**config.mk**
```make
export PLATFORM = sky130hd
export DESIGN_NAME = tick_uart_tx
export DESIGN_NICKNAME = d
export VERILOG_FILES = /design/src/rtl/tick_uart_pkg.sv /design/src/rtl/tuart_slice_div.sv /design/src/rtl/tuart_shifter.sv /design/src/rtl/tuart_flag.sv /design/src/rtl/tick_uart_tx.sv
export SDC_FILE = /design/constraint.sdc
export NUM_CORES = 1
export LEC_CHECK = 0
export BUFFER_PORTS_ARGS = -buffer_cell sky130_fd_sc_hd__buf_4
export CAP_MARGIN = 20
export CELL_PAD_IN_SITES_DETAIL_PLACEMENT = 1
export CELL_PAD_IN_SITES_GLOBAL_PLACEMENT = 2
export CORE_MARGIN = 3
export CORE_UTILIZATION = 34
export DETAILED_ROUTE_END_ITERATION = 12
export PLACE_DENSITY = 0.84
export SETUP_SLACK_MARGIN = 0.2
export SYNTH_ARGS = -nofsm -noshare
export SYNTH_HDL_FRONTEND = slang
export SYNTH_SLANG_ARGS = --single-unit
```
**constraint.sdc**
```tcl
create_clock -name clk -period 1.8 [get_ports clk]
set_input_delay 0.36 -clock clk [delete_from_list [all_inputs] [get_ports clk]]
set_output_delay 0.36 -clock clk [all_outputs]
set_load 0.02 [all_outputs]
```
**src/rtl/tick_uart_pkg.sv**
```systemverilog
package tick_uart_pkg;

    typedef enum logic {
        FMT_TEN    = 1'b0,
        FMT_ELEVEN = 1'b1
    } frame_fmt_e;

    // Number of bits on the line for one frame: start + data + optional ninth + stop
    function automatic int unsigned line_bits(input int unsigned data_w, input frame_fmt_e fmt);
        return data_w + 2 + ((fmt == FMT_ELEVEN) ? 1 : 0);
    endfunction

endpackage

```
**src/rtl/tuart_slice_div.sv**
```systemverilog
module tuart_slice_div #(
    parameter int unsigned DIV = 16
) (
    input  logic clk,
    input  logic rst_n,
    input  logic tick,
    output logic roll
);
    localparam int unsigned CNT_W = (DIV > 1) ? $clog2(DIV) : 1;
    localparam logic [CNT_W-1:0] LAST = CNT_W'(DIV - 1);

    typedef struct packed {
        logic [CNT_W-1:0] cnt;
    } div_st_t;

    div_st_t st_d, st_q;

    always_comb begin
        st_d = st_q;
        roll = 1'b0;
        if (tick) begin
            if (st_q.cnt == LAST) begin
                st_d.cnt = '0;
                roll     = 1'b1;
            end else begin
                st_d.cnt = st_q.cnt + CNT_W'(1);
            end
        end
    end

    always_ff @(posedge clk) begin
        if (!rst_n) st_q <= '0;
        else        st_q <= st_d;
    end
endmodule

```
**src/rtl/tuart_shifter.sv**
```systemverilog
module tuart_shifter
    import tick_uart_pkg::*;
#(
    parameter int unsigned DATA_W = 8
) (
    input  logic              clk,
    input  logic              rst_n,
    input  logic              roll,
    input  logic              load,
    input  logic [DATA_W-1:0] data,
    input  logic              ninth,
    input  logic              fmt,
    output logic              txd,
    output logic              busy,
    output logic              stop_set
);
    localparam int unsigned FRAME_W = DATA_W + 3;
    localparam int unsigned CW      = $clog2(FRAME_W + 1);

    typedef struct packed {
        logic [FRAME_W-1:0] sh;
        logic [CW-1:0]      sent;
        logic [CW-1:0]      len;
        logic               busy;
        logic               txd;
    } sh_st_t;

    sh_st_t st_d, st_q;
    frame_fmt_e fmt_e;

    assign fmt_e = frame_fmt_e'(fmt);

    always_comb begin
        st_d     = st_q;
        stop_set = 1'b0;
        if (st_q.busy) begin
            if (roll) begin
                if (st_q.sent == st_q.len) begin
                    // stop bit period over: back to idle
                    st_d.busy = 1'b0;
                    st_d.txd  = 1'b1;
                end else begin
                    st_d.txd  = st_q.sh[0];
                    st_d.sh   = {1'b1, st_q.sh[FRAME_W-1:1]};
                    st_d.sent = st_q.sent + CW'(1);
                    stop_set  = ((st_q.sent + CW'(1)) == st_q.len);
                end
            end
        end else if (load) begin
            st_d.busy = 1'b1;
            st_d.sent = '0;
            st_d.len  = CW'(line_bits(DATA_W, fmt_e));
            st_d.sh   = {1'b1, (fmt_e == FMT_ELEVEN) ? ninth : 1'b1, data, 1'b0};
        end
    end

    always_ff @(posedge clk) begin
        if (!rst_n) begin
            st_q      <= '0;
            st_q.txd  <= 1'b1;
        end else begin
            st_q <= st_d;
        end
    end

    assign txd  = st_q.txd;
    assign busy = st_q.busy;
endmodule

```
**src/rtl/tuart_flag.sv**
```systemverilog
module tuart_flag (
    input  logic clk,
    input  logic rst_n,
    input  logic set,
    input  logic clr,
    output logic flag
);
    typedef struct packed {
        logic flag;
    } fl_st_t;

    fl_st_t st_d, st_q;

    always_comb begin
        st_d = st_q;
        if (set)      st_d.flag = 1'b1;
        else if (clr) st_d.flag = 1'b0;
    end

    always_ff @(posedge clk) begin
        if (!rst_n) st_q <= '0;
        else        st_q <= st_d;
    end

    assign flag = st_q.flag;
endmodule

```
**src/rtl/tick_uart_tx.sv**
```systemverilog
module tick_uart_tx #(
    parameter int unsigned DATA_W = 8,
    parameter int unsigned DIV    = 16
) (
    input  logic              clk,
    input  logic              rst_n,
    input  logic              tick16,
    input  logic              wr_en,
    input  logic [DATA_W-1:0] wr_data,
    input  logic              bit9_val,
    input  logic              nine_bit,
    input  logic              flag_clr,
    output logic              txd,
    output logic              tx_done
);
    logic roll_w;
    logic busy_w;
    logic stop_set_w;

    tuart_slice_div #(.DIV(DIV)) u_div (
        .clk  (clk),
        .rst_n(rst_n),
        .tick (tick16),
        .roll (roll_w)
    );

    tuart_shifter #(.DATA_W(DATA_W)) u_shift (
        .clk     (clk),
        .rst_n   (rst_n),
        .roll    (roll_w),
        .load    (wr_en),
        .data    (wr_data),
        .ninth   (bit9_val),
        .fmt     (nine_bit),
        .txd     (txd),
        .busy    (busy_w),
        .stop_set(stop_set_w)
    );

    tuart_flag u_flag (
        .clk  (clk),
        .rst_n(rst_n),
        .set  (stop_set_w),
        .clr  (flag_clr),
        .flag (tx_done)
    );
endmodule

```
# Word level (Yosys, flattened, before mapping)
# Index checks and enable logic that the tools add are counted.
totals:
  register_bits: 26
  output_inout_bits: 2
  elab_cells: 39
op_classes:
  n_addsub: 3
  n_eq_ne: 5
  muxes: 18
  bitwise: 1
  reduce_logical: 5
ops:
  columns: ["op", "n"]
  rows:
  - ["15-bit 2-to-1 mux", 3]
  - ["20-bit 2-to-1 mux", 1]
  - ["1-bit 2-to-1 mux", 12]
  - ["4-bit by 1-bit adder with 4-bit output (second input constant)", 2]
  - ["4-bit == test", 2]
  - ["4-bit adder (first input constant)", 1]
  - ["4-bit == test (second input constant)", 1]
  - ["4-bit 2-to-1 mux", 1]
  - ["2-bit inequality test (second input constant)", 2]
  - ["2-bit AND reduction", 2]
  - ["2-bit nonzero test", 2]
  - ["3-bit AND reduction", 1]
  - ["2-bit 2-to-1 mux", 1]
  - ["1-bit NOT", 1]

# Depth between registers and ports, before layout
# Gate-level depths: netlist of the first run.
depth:
  depth_word: 6
  ltp_mapped: 7
  depth_no_buf: 5

# Cells and area by module
# A second synthesis of the first run with hierarchy kept.
unflattened:
  cells_unflattened: 138
  area_unflattened_um2: 1197.4
by_module_without_submodules:
  columns: ["module", "instances", "cells_per_inst", "area_each_um2", "seq_area_each_um2"]
  rows:
  - ["tuart_shifter", 1, 113, 960.9, 380.4]
  - ["tuart_slice_div", 1, 22, 195.2, 80.1]
  - ["tuart_flag", 1, 3, 41.3, 20.0]

# Worst setup path before layout of the first run
# Ideal clock, no wire load.
synth_path:
  path_type: "register -> register"
  startpoint: "reg u_shift.st_q[7] (netlist name)"
  endpoint: "reg u_shift.st_q[11] (netlist name)"
  setup_ps: 123
  arrival_ps: 1434
  slack_ps: 243
  path_stages_with_launch: 6
  n_path_buf: 1
  period_less_slack_ps: 1557
  path_cell_list: "dfxtp_1 or3_4 a211o_1 buf_6 a32oi_1 a21boi_1"
synth_via:
  elab_chain_len: 3
synth_rtl:
  columns: ["element", "line_no", "source"]
  rows:
  - ["from (decl)", "tuart_shifter.sv:28", "sh_st_t st_d, st_q;"]
  - ["from (signal assigned)", "tuart_shifter.sv:62", "st_q <= st_d;"]
  - ["4-bit == test", "tuart_shifter.sv:38", "if (st_q.sent == st_q.len) begin"]
  - ["2-bit inequality test (no line)", null, null]
  - ["3-bit AND reduction (no line)", null, null]
# No other way between the ends.
# A chain may end at the register's enable or synchronous reset.

# Final worst setup path of the first run
layout_path:
  startpoint: "reg u_shift.st_q[7] (netlist name)"
  endpoint: "reg u_shift.st_q[20] (netlist name)"
# The elaborated chain is that of the path after synthesis.

==> results of run 1 <==
[power by group through the flow]
stage          clock (mW)  sequential, mW  combinational (mW)
4_1_cts             0.307           0.568               0.159
5_1_grt             0.329           0.573               0.186
3_5_place_dp            0           0.580               0.137
6_report            0.292           0.569               0.168
3_3_place_gp            0           0.579               0.131
2_1_floorplan           0           0.576              0.0881
[Yosys cell counts]
cell and count:
sky130_fd_sc_hd__nand2b_1 1, sky130_fd_sc_hd__and3_1 2, sky130_fd_sc_hd__o211ai_1 11, sky130_fd_sc_hd__or3_4 1, sky130_fd_sc_hd__nor2_1 3, sky130_fd_sc_hd__nor2b_1 4, sky130_fd_sc_hd__dfxtp_1 24, sky130_fd_sc_hd__buf_6 1
sky130_fd_sc_hd__nand4b_1 3, sky130_fd_sc_hd__or4_1 1, sky130_fd_sc_hd__a31oi_1 1, sky130_fd_sc_hd__buf_2 2, sky130_fd_sc_hd__nor3_1 1, sky130_fd_sc_hd__xnor2_1 3, sky130_fd_sc_hd__a211oi_4 1, sky130_fd_sc_hd__clkbuf_1 6
sky130_fd_sc_hd__nand4_1 3, sky130_fd_sc_hd__xor2_1 1, sky130_fd_sc_hd__o21ai_0 4, sky130_fd_sc_hd__a21boi_0 3, sky130_fd_sc_hd__o21ai_1 3, sky130_fd_sc_hd__buf_4 1, sky130_fd_sc_hd__ha_1 2, sky130_fd_sc_hd__nand2_1 10
sky130_fd_sc_hd__inv_1 1, sky130_fd_sc_hd__o21a_1 2, sky130_fd_sc_hd__and2_1 3, sky130_fd_sc_hd__a32oi_1 8, sky130_fd_sc_hd__a211o_1 1, sky130_fd_sc_hd__or3_1 1, sky130_fd_sc_hd__nand3_1 5, sky130_fd_sc_hd__a21oi_1 3
sky130_fd_sc_hd__nand3b_1 1, sky130_fd_sc_hd__a21boi_1 8, sky130_fd_sc_hd__mux2i_1 4
[final timing paths]
path,endpoint,depth (start not counted),from,slack (ns)
setup reg to reg,u_shift.st_q[20],5,u_shift.st_q[7],0.17
hold reg to reg,u_shift.st_q[10],2,u_shift.st_q[10],0.48
setup / recovery,u_shift.st_q[20],5,u_shift.st_q[7],0.17
hold / removal,u_shift.st_q[2],3,nine_bit,0.30
[worst max-delay path, cell delays in order, from the launching register on]
cell and delay (ns):
sky130_fd_sc_hd__dfxtp_2 0.37, sky130_fd_sc_hd__or3_4 0.43, sky130_fd_sc_hd__a211oi_4 0.32, sky130_fd_sc_hd__buf_4 0.19, sky130_fd_sc_hd__o21ai_4 0.07, sky130_fd_sc_hd__o21a_1 0.18
[cell type report]
class                      count  area share (%)
timing repair buffer          29           14.64
multi-input combinational     95           47.06
inverter                       1          0.2481
sequential                    24           32.01
tap                           44           3.639
clock buffer                   4           2.399
[per-layer routing]
layer  track usage (%)  vias to the layer above  share of wire [%]
li1                  -                      535                  -
met5                 0                        -                  0
met3             4.444                        2                3.2
met4             2.332                        0               0.37
met1             20.76                      544                 47
met2             28.95                       13                 49
[cells by family (layout without fill, tap and decap cells)]
logic type	count (synthesis)	count (layout)	share of synthesized area (%)
compound gates	45	46	28.18
simple gates	39	39	18.40
flops	24	24	40.38
buf+inv	11	34	4.626
xor+xnor	4	4	2.945
mux	4	4	3.365
fa+ha+maj	2	2	2.103
[sequential cells by signal, indices dropped and copies added, names as in the netlist]
name	flops
u_div.st_q	4
u_shift.txd	1
u_shift.busy	1
u_shift.st_q	17
u_flag.flag	1
[timing repair]
action / 4_1_cts / 5_1_grt
hold buffers: 0 / 0
setup endpoints to repair: 17 / 16
buffers inserted: 3 / 3
pin swaps: 2 / 1
gates cloned: 1 / 0
gates resized for setup: 9 / 4
==> metrics.log, run 1 <==
INFO  metric status = finished, final reports clean
INFO  metric io_buffer_count = 16
INFO  metric dp.final_hpwl = 2090 µm
INFO  metric cts_tree = built
INFO  metric crit_path_end_kind = register
INFO  metric die_area = 4246 µm²
INFO  metric grt_setup_unrepaired = yes
INFO  metric drt_iter0_drc = 44
INFO  metric netSwitchingFraction = 25.96%
INFO  metric clock_sinks = 24
INFO  metric post_syn_instances = 129
INFO  metric final-setup-viol-count = 0
INFO  metric floorplan.io_pins = 17
INFO  metric routabilityCongestion = 0.7018
INFO  metric p_sw = 267.2 µW
INFO  metric maxClockFrequency = 612.0 MHz
INFO  metric die_y = 65.16 µm
INFO  metric final_cells = 197
INFO  metric placement.cell_area = 1366 µm²
INFO  metric global_route_usage_over_all_layers = 16.56%
INFO  metric areaGrowthSynthToFinish = 27.13%
INFO  metric worstMarginPinSlew = 0.3696 ns
INFO  metric htreeDepth = 1
INFO  metric num_vias = 1094
INFO  metric floorplan.rows = 20
INFO  metric critical_path_required = 2.03 ns
INFO  metric route.final.wire_length = 3203 µm
INFO  metric power-per-cell-area = 680.3 nW/µm²
INFO  metric finalSetupTns = 0 ns
INFO  metric grt_pass1_wl = 5499 µm
INFO  metric combined_area_of_the_multi_input_logic_cells = 711.9 µm²
INFO  metric design_power_total = 1.029 mW
INFO  metric startpoint_type = register
INFO  metric combined_flip_flop_and_latch_cell_area = 484.2 µm²
INFO  metric filler_instances = 397
INFO  metric synthesis.yosys.warnings = 0
INFO  metric synth_top_area_share = 40.38%
INFO  metric final.min_clock_period = 1.634 ns
INFO  metric power.share.combinational = 16.4%
INFO  metric globalRouteOverflowTotal = 0
INFO  metric antenna-diode-count = 0
INFO  metric cts_made_buffers = 3
INFO  metric viasPerCell = 5.553
INFO  metric hp_class = in2reg
INFO  metric crit_type = reg2reg
INFO  metric route.detailed.drc = 0
INFO  metric path_clk_slew = 0.14 ns
INFO  metric grt_pass1_vias = 1136
INFO  metric ir_worst_vdd = 569.4 µV
INFO  metric clock_latency = 0.31 ns
INFO  metric post-route-worst-setup-slack = 0.1660 ns
INFO  metric layout.cells.most_common_list = 28 x sky130_fd_sc_hd__buf_4, 21 x sky130_fd_sc_hd__dfxtp_1, 11 x sky130_fd_sc_hd__o211ai_1, 10 x sky130_fd_sc_hd__nand2_1, 8 x sky130_fd_sc_hd__a21boi_1
INFO  metric syn_area = 1190 µm²
INFO  metric placed_cells_incl_taps = 186
INFO  metric maxCapViolations = 0
INFO  metric ys_seq_area_share = 40.38%
INFO  metric cts_max_path_buffers = 2
INFO  metric final_core_util = 47.23%
INFO  metric postSynthRegisterBits = 24
INFO  metric max-slew-margin-rel = 75.33%
INFO  metric die_w = 65.16 µm
INFO  metric drtPass1Iterations = 2
INFO  metric mostFrequentLayoutCell = sky130_fd_sc_hd__buf_4
INFO  metric grt_antenna_before_repair = 0
INFO  metric floorplan.initialDensity = 37.15%
INFO  metric final_max_slew_viol_count = 0
INFO  metric setup_ws_pre_cts = 0.05438 ns
INFO  metric antenna_violating_nets_post_route = 0
INFO  metric avgSynthCellArea = 9.224 µm²
INFO  metric cell_internal_pwr = 761.9 µW
INFO  metric timing.critical_path.fanout_max = 5
INFO  metric finClkSkew = 0.002093 ns
INFO  metric routedWlPerCell = 16.26 µm
INFO  metric synth.top_cells.by_area = sky130_fd_sc_hd__dfxtp_1 40%, sky130_fd_sc_hd__o211ai_1 6.9%, sky130_fd_sc_hd__a32oi_1 5.9%
INFO  metric standby_leakage_power = 0.5635 nW
INFO  metric layout.nets = 171
INFO  metric maximum_number_of_pins_on_one_net_before_global_route_repair = 31
INFO  metric sequential_power_share = 55.3%
INFO  metric synthesis.nets = 146
INFO  metric timing.final.crit_share = 90.78%
INFO  metric final_hold_viol_count = 0
INFO  metric netlist-cell-type-count = 35
INFO  metric worstPathArrival = 1.86 ns
INFO  metric placeable_core_region = 3203 µm²
INFO  metric clock_power_share = 28.4%
INFO  metric ctsRootBufferMaster = sky130_fd_sc_hd__clkbuf_4
INFO  metric hold_slack = 0.2982 ns
INFO  metric drive_above_1_share = 30.07%
INFO  metric post-synth-top-area-cell = sky130_fd_sc_hd__dfxtp_1
INFO  metric fin_area = 1513 µm²
Power figures use the tool's default switching activity.
==> run 2, diff against run 1 <==
==> constraint.sdc (replaced) <==
create_clock -name clk -period 1.8 [get_ports clk]
set_input_delay 0.09 -clock clk [delete_from_list [all_inputs] [get_ports clk]]
set_output_delay 0.09 -clock clk [all_outputs]
set_load 0.02 [all_outputs]
==> metrics.log, run 2 (synthesized netlist as in run 1, its figures left out) <==
INFO  metric hp_class = in2reg
INFO  metric startpoint_type = register
INFO  metric final_max_slew_viol_count = 0
INFO  metric clock_sinks = 24
INFO  metric grt_antenna_before_repair = 0
INFO  metric route.detailed.drc = 0
INFO  metric final_hold_viol_count = 0
INFO  metric finClkSkew = 0.002855 ns
INFO  metric drt_iter0_drc = 29
INFO  metric antenna_violating_nets_post_route = 0
INFO  metric cts_made_buffers = 3
INFO  metric timing.final.crit_share = 91.65%
INFO  metric drive_above_1_share = 29.14%
INFO  metric cts_tree = built
INFO  metric ctsRootBufferMaster = sky130_fd_sc_hd__clkbuf_4
INFO  metric largest_register = u_shift.st_q
INFO  metric maximum_number_of_pins_on_one_net_before_global_route_repair = 32
INFO  metric htreeDepth = 1
INFO  metric die_y = 65.16 µm
INFO  metric critical_path_required = 2.06 ns
INFO  metric cts_max_path_buffers = 2
INFO  metric drtPass1Iterations = 4
INFO  metric die_area = 4246 µm²
INFO  metric number_of_flip_flops_under_the_largest_register_name = 17
INFO  metric max-slew-margin-rel = 67.73%
INFO  metric crit_path_end_kind = register
INFO  metric route.final.wire_length = 3193 µm
INFO  metric layout.cells.most_common_list = 26 x sky130_fd_sc_hd__buf_4, 19 x sky130_fd_sc_hd__dfxtp_1, 11 x sky130_fd_sc_hd__o211ai_1, 10 x sky130_fd_sc_hd__nand2_1, 9 x sky130_fd_sc_hd__a21boi_1
INFO  metric mostFrequentLayoutCell = sky130_fd_sc_hd__buf_4
INFO  metric grt_pass1_wl = 5050 µm
INFO  metric routabilityCongestion = 0.6914
INFO  metric final_core_util = 46.88%
INFO  metric post-route-worst-setup-slack = 0.1504 ns
INFO  metric worstMarginPinSlew = 0.4840 ns
INFO  metric final-setup-viol-count = 0
INFO  metric io_buffer_count = 16
INFO  metric finalSetupTns = 0 ns
INFO  metric dp.final_hpwl = 2108 µm
INFO  metric areaGrowthSynthToFinish = 26.18%
INFO  metric crit_type = reg2reg
INFO  metric num_vias = 1088
INFO  metric placed_cells_incl_taps = 185
INFO  metric power-per-cell-area = 682.8 nW/µm²
INFO  metric clock_latency = 0.32 ns
INFO  metric layout.nets = 169
INFO  metric grt_pass1_vias = 1064
INFO  metric maxClockFrequency = 606.2 MHz
INFO  metric final_cells = 195
INFO  metric ir_worst_vdd = 481.6 µV
INFO  metric top_regs = u_shift.st_q (17), u_div.st_q (4)
INFO  metric routedWlPerCell = 16.37 µm
INFO  metric setup_ws_pre_cts = 0.09457 ns
INFO  metric path_clk_slew = 0.13 ns
INFO  metric floorplan.rows = 20
INFO  metric grt_setup_unrepaired = yes
INFO  metric placeable_core_region = 3203 µm²
INFO  metric viasPerCell = 5.579
INFO  metric floorplan.initialDensity = 37.15%
INFO  metric worstPathArrival = 1.91 ns
INFO  metric cts-hold-fix-buffers = 0
INFO  metric standby_leakage_power = 0.5519 nW
INFO  metric global_route_usage_over_all_layers = 15.22%
INFO  metric floorplan.io_pins = 17
INFO  metric antenna-diode-count = 0
INFO  metric timing.critical_path.fanout_max = 5
INFO  metric final.min_clock_period = 1.650 ns
INFO  metric globalRouteOverflowTotal = 0
INFO  metric die_w = 65.16 µm
INFO  metric maxCapViolations = 0
INFO  metric status = finished, final reports clean
[run 2: worst paths after layout]
check / start / end / slack, ns / depth (start not counted)
worst max-delay path: u_shift.st_q[7] / u_shift.st_q[11] / 0.15 / 6
worst min-delay path: wr_data[2] / u_shift.st_q[13] / 0.02 / 3
worst max register to register: u_shift.st_q[7] / u_shift.st_q[11] / 0.15 / 6
worst min register to register: u_shift.st_q[11] / u_shift.st_q[10] / 0.48 / 2
[run 2: report_power, final]
group,switching (mW),internal [mW]
Sequential,0.0179,0.552
Combinational,0.0816,0.0850
Clock,0.165,0.124
[run 2: what timing repair did]
action                                  CTS  global route
cloned                                    0             1
endpoints found under the setup margin   15            16
setup buffers                             1             4
pin swaps                                 2            15
gates resized for setup                   7            11
endpoints found under the hold margin     0             0
[run 2: metal layers]
metal	GRT usage, %	part of all wire, %	vias to the layer above
met3	3.761	2.8	4
li1	-	-	533
met1	19.87	47	537
met5	0	0	-
met4	3.886	0.94	0
met2	25.03	49	14
[run 2: stage by stage]
| step | total power, mW | hold slack, ns | area [µm²] |
|---|---|---|---|
| 2_1_floorplan | 0.6640 | 0.2350 | 1190 |
| 4_1_cts | 1.012 | 0.02237 | 1428 |
| 3_3_place_gp | 0.7085 | 0.3614 | 1359 |
| 3_5_place_dp | 0.7157 | 0.3758 | 1359 |
| 6_report | 1.025 | 0.01958 | 1501 |
| 5_1_grt | 1.079 | 0.004023 | 1501 |
[run 2: final cells by class]
class                           instances  area (µm²)
Timing Repair Buffer                   28       217.7
Inverter                                1       3.754
Multi-Input combinational cell         94       699.4
Tap cell                               44       55.05
Fill cell                             402        1702
Clock buffer                            4       36.28
Sequential cell                        24       489.2
[run 2: critical path, stage by stage, from the launching register on]
cell and delay [ns]:
sky130_fd_sc_hd__dfxtp_4 0.37, sky130_fd_sc_hd__or3_4 0.39, sky130_fd_sc_hd__a211oi_4 0.33, sky130_fd_sc_hd__buf_4 0.17, sky130_fd_sc_hd__buf_6 0.11, sky130_fd_sc_hd__o211ai_1 0.08
sky130_fd_sc_hd__a21boi_1 0.14
==> run 3, diff against run 2 <==
--- a/config.mk
+++ b/config.mk
@@ -13,7 +13,7 @@
 export CORE_UTILIZATION = 34
 export DETAILED_ROUTE_END_ITERATION = 12
 export PLACE_DENSITY = 0.84
-export SETUP_SLACK_MARGIN = 0.2
+export SETUP_SLACK_MARGIN = 0.1
 export SYNTH_ARGS = -nofsm -noshare
 export SYNTH_HDL_FRONTEND = slang
 export SYNTH_SLANG_ARGS = --single-unit
==> metrics.log, run 3 (synthesized netlist as in run 1, its figures left out) <==
INFO  metric ctsRootBufferMaster = sky130_fd_sc_hd__clkbuf_4
INFO  metric hold_slack = 0.02642 ns
INFO  metric grt_setup_unrepaired = yes
INFO  metric timing.final.crit_share = 89.96%
INFO  metric crit_path_end_kind = register
INFO  metric sequential_power_share = 56.9%
INFO  metric netSwitchingFraction = 25.51%
INFO  metric post-route-worst-setup-slack = 0.1807 ns
INFO  metric critical_path_required = 2.06 ns
INFO  metric largest_register = u_shift.st_q
INFO  metric cts-hold-fix-buffers = 0
INFO  metric placed_cells_incl_taps = 185
INFO  metric final_hold_viol_count = 0
INFO  metric final.min_clock_period = 1.619 ns
INFO  metric grt_antenna_before_repair = 0
INFO  metric htreeDepth = 1
INFO  metric routedWlPerCell = 15.92 µm
INFO  metric mostFrequentLayoutCell = sky130_fd_sc_hd__buf_4
INFO  metric floorplan.io_pins = 17
INFO  metric cell_internal_pwr = 744.8 µW
INFO  metric die_y = 65.16 µm
INFO  metric floorplan.initialDensity = 37.15%
INFO  metric placeable_core_region = 3203 µm²
INFO  metric final_max_slew_viol_count = 0
INFO  metric final-setup-viol-count = 0
INFO  metric num_vias = 1071
INFO  metric route.final.wire_length = 3040 µm
INFO  metric grt_pass1_wl = 4981 µm
INFO  metric crit_type = reg2reg
INFO  metric grt_pass1_vias = 1056
INFO  metric power-per-cell-area = 699.8 nW/µm²
INFO  metric top_regs = u_shift.st_q (17), u_div.st_q (4)
INFO  metric timing.critical_path.fanout_max = 5
INFO  metric worstMarginPinSlew = 0.4179 ns
INFO  metric drtPass1Iterations = 4
INFO  metric power.share.combinational = 14.2%
INFO  metric p_sw = 255.1 µW
INFO  metric maxClockFrequency = 617.6 MHz
INFO  metric standard_cell_with_the_maximum_stage_delay_on_the_critical_path = sky130_fd_sc_hd__or3_4
INFO  metric critical-path-max-stage-delay = 0.42 ns
INFO  metric status = finished, final reports clean
INFO  metric globalRouteOverflowTotal = 0
INFO  metric maxCapViolations = 0
INFO  metric routabilityCongestion = 0.6914
INFO  metric areaGrowthSynthToFinish = 20.08%
INFO  metric hp_class = in2reg
INFO  metric finalSetupTns = 0 ns
INFO  metric floorplan.rows = 20
INFO  metric die_w = 65.16 µm
INFO  metric number_of_flip_flops_under_the_largest_register_name = 17
INFO  metric clock_sinks = 24
INFO  metric cts_made_buffers = 3
INFO  metric ir_worst_vdd = 496.9 µV
INFO  metric cts_tree = built
INFO  metric design_power_total = 999.9 µW
INFO  metric final_cells = 191
INFO  metric clock_latency = 0.32 ns
INFO  metric maximum_number_of_pins_on_one_net_before_global_route_repair = 32
INFO  metric layout.cells.most_common_list = 22 x sky130_fd_sc_hd__buf_4, 21 x sky130_fd_sc_hd__dfxtp_1, 11 x sky130_fd_sc_hd__o211ai_1, 10 x sky130_fd_sc_hd__nand2_1
INFO  metric path_clk_slew = 0.13 ns
INFO  metric layout.nets = 165
INFO  metric die_area = 4246 µm²
INFO  metric io_buffer_count = 16
INFO  metric setup_ws_pre_cts = 0.09457 ns
INFO  metric antenna_violating_nets_post_route = 0
INFO  metric cts_max_path_buffers = 2
INFO  metric filler_instances = 405
INFO  metric route.detailed.drc = 0
INFO  metric finClkSkew = 0.002923 ns
INFO  metric viasPerCell = 5.607
INFO  metric worstPathArrival = 1.88 ns
INFO  metric clock_power_share = 28.9%
INFO  metric standby_leakage_power = 0.5261 nW
INFO  metric max-slew-margin-rel = 72.04%
INFO  metric critical_path.cell_chain = or3_4, a211oi_4, buf_2, o211ai_1, a21boi_1
INFO  metric dp.final_hpwl = 2108 µm
INFO  metric startpoint_type = register
INFO  metric antenna-diode-count = 0
INFO  metric drive_above_1_share = 23.81%
INFO  metric global_route_usage_over_all_layers = 14.89%
INFO  metric drt_iter0_drc = 33
## run 3: metrics by stage
step	utilization (%)	area (µm²)
global placement	42.42	1359
global route	44.61	1429
CTS	43.59	1396
detailed placement	42.42	1359
finish	44.61	1429
floorplan	-	1190
## run 3: power groups by stage
stage	combinational, mW	sequential, mW	clock (mW)
floorplan	0.0881	0.576	0
global placement	0.129	0.579	0
detailed placement	0.134	0.581	0
CTS	0.135	0.570	0.299
global route	0.157	0.571	0.324
finish	0.142	0.569	0.289
## run 3: timing repair
action / 4_1_cts / 5_1_grt
pin swaps: 0 / 3
endpoints found under the setup margin: 4 / 15
setup buffers: 0 / 1
cloned: 0 / 1
resized for setup: 1 / 7
## run 3: critical path, delay by kind of cell (launching register included)
family | cells | cell delay [ns]
AOI/OAI and AO/OA | 3 | 0.57
and+or+nand+nor | 1 | 0.42
DFF | 1 | 0.35
buffers and inverters | 1 | 0.23
## run 3: path summary, 6_finish.rpt
path / from / end / cells past startpoint / slack (ns)
setup reg to reg: u_shift.st_q[9] / u_shift.st_q[14] / 5 / 0.18
hold / removal: nine_bit / u_shift.st_q[2] / 3 / 0.03
setup / recovery: u_shift.st_q[9] / u_shift.st_q[14] / 5 / 0.18
hold reg to reg: u_shift.st_q[11] / u_shift.st_q[10] / 2 / 0.48
## run 3: cell type report
cell class                      instances  area [µm²]  share of cell area (%)
Inverter                                1       3.754                  0.2627
Tap cell                               44       55.05                   3.853
Sequential cell                        24       486.7                   34.06
Clock buffer                            4       36.28                   2.539
Multi-Input combinational cell         94       665.6                   46.58
Timing Repair Buffer                   24       181.4                   12.70
## run 3: metal layers
metal | wire (µm) | up-vias | share of wire, % | GRT usage [%]
met5 | 0 | - | 0 | 0
met1 | 1412 | 529 | 46 | 18.80
li1 | - | 522 | - | -
met2 | 1502 | 16 | 49 | 25.16
met3 | 95 | 4 | 3.1 | 3.761
met4 | 30 | 0 | 0.99 | 3.886
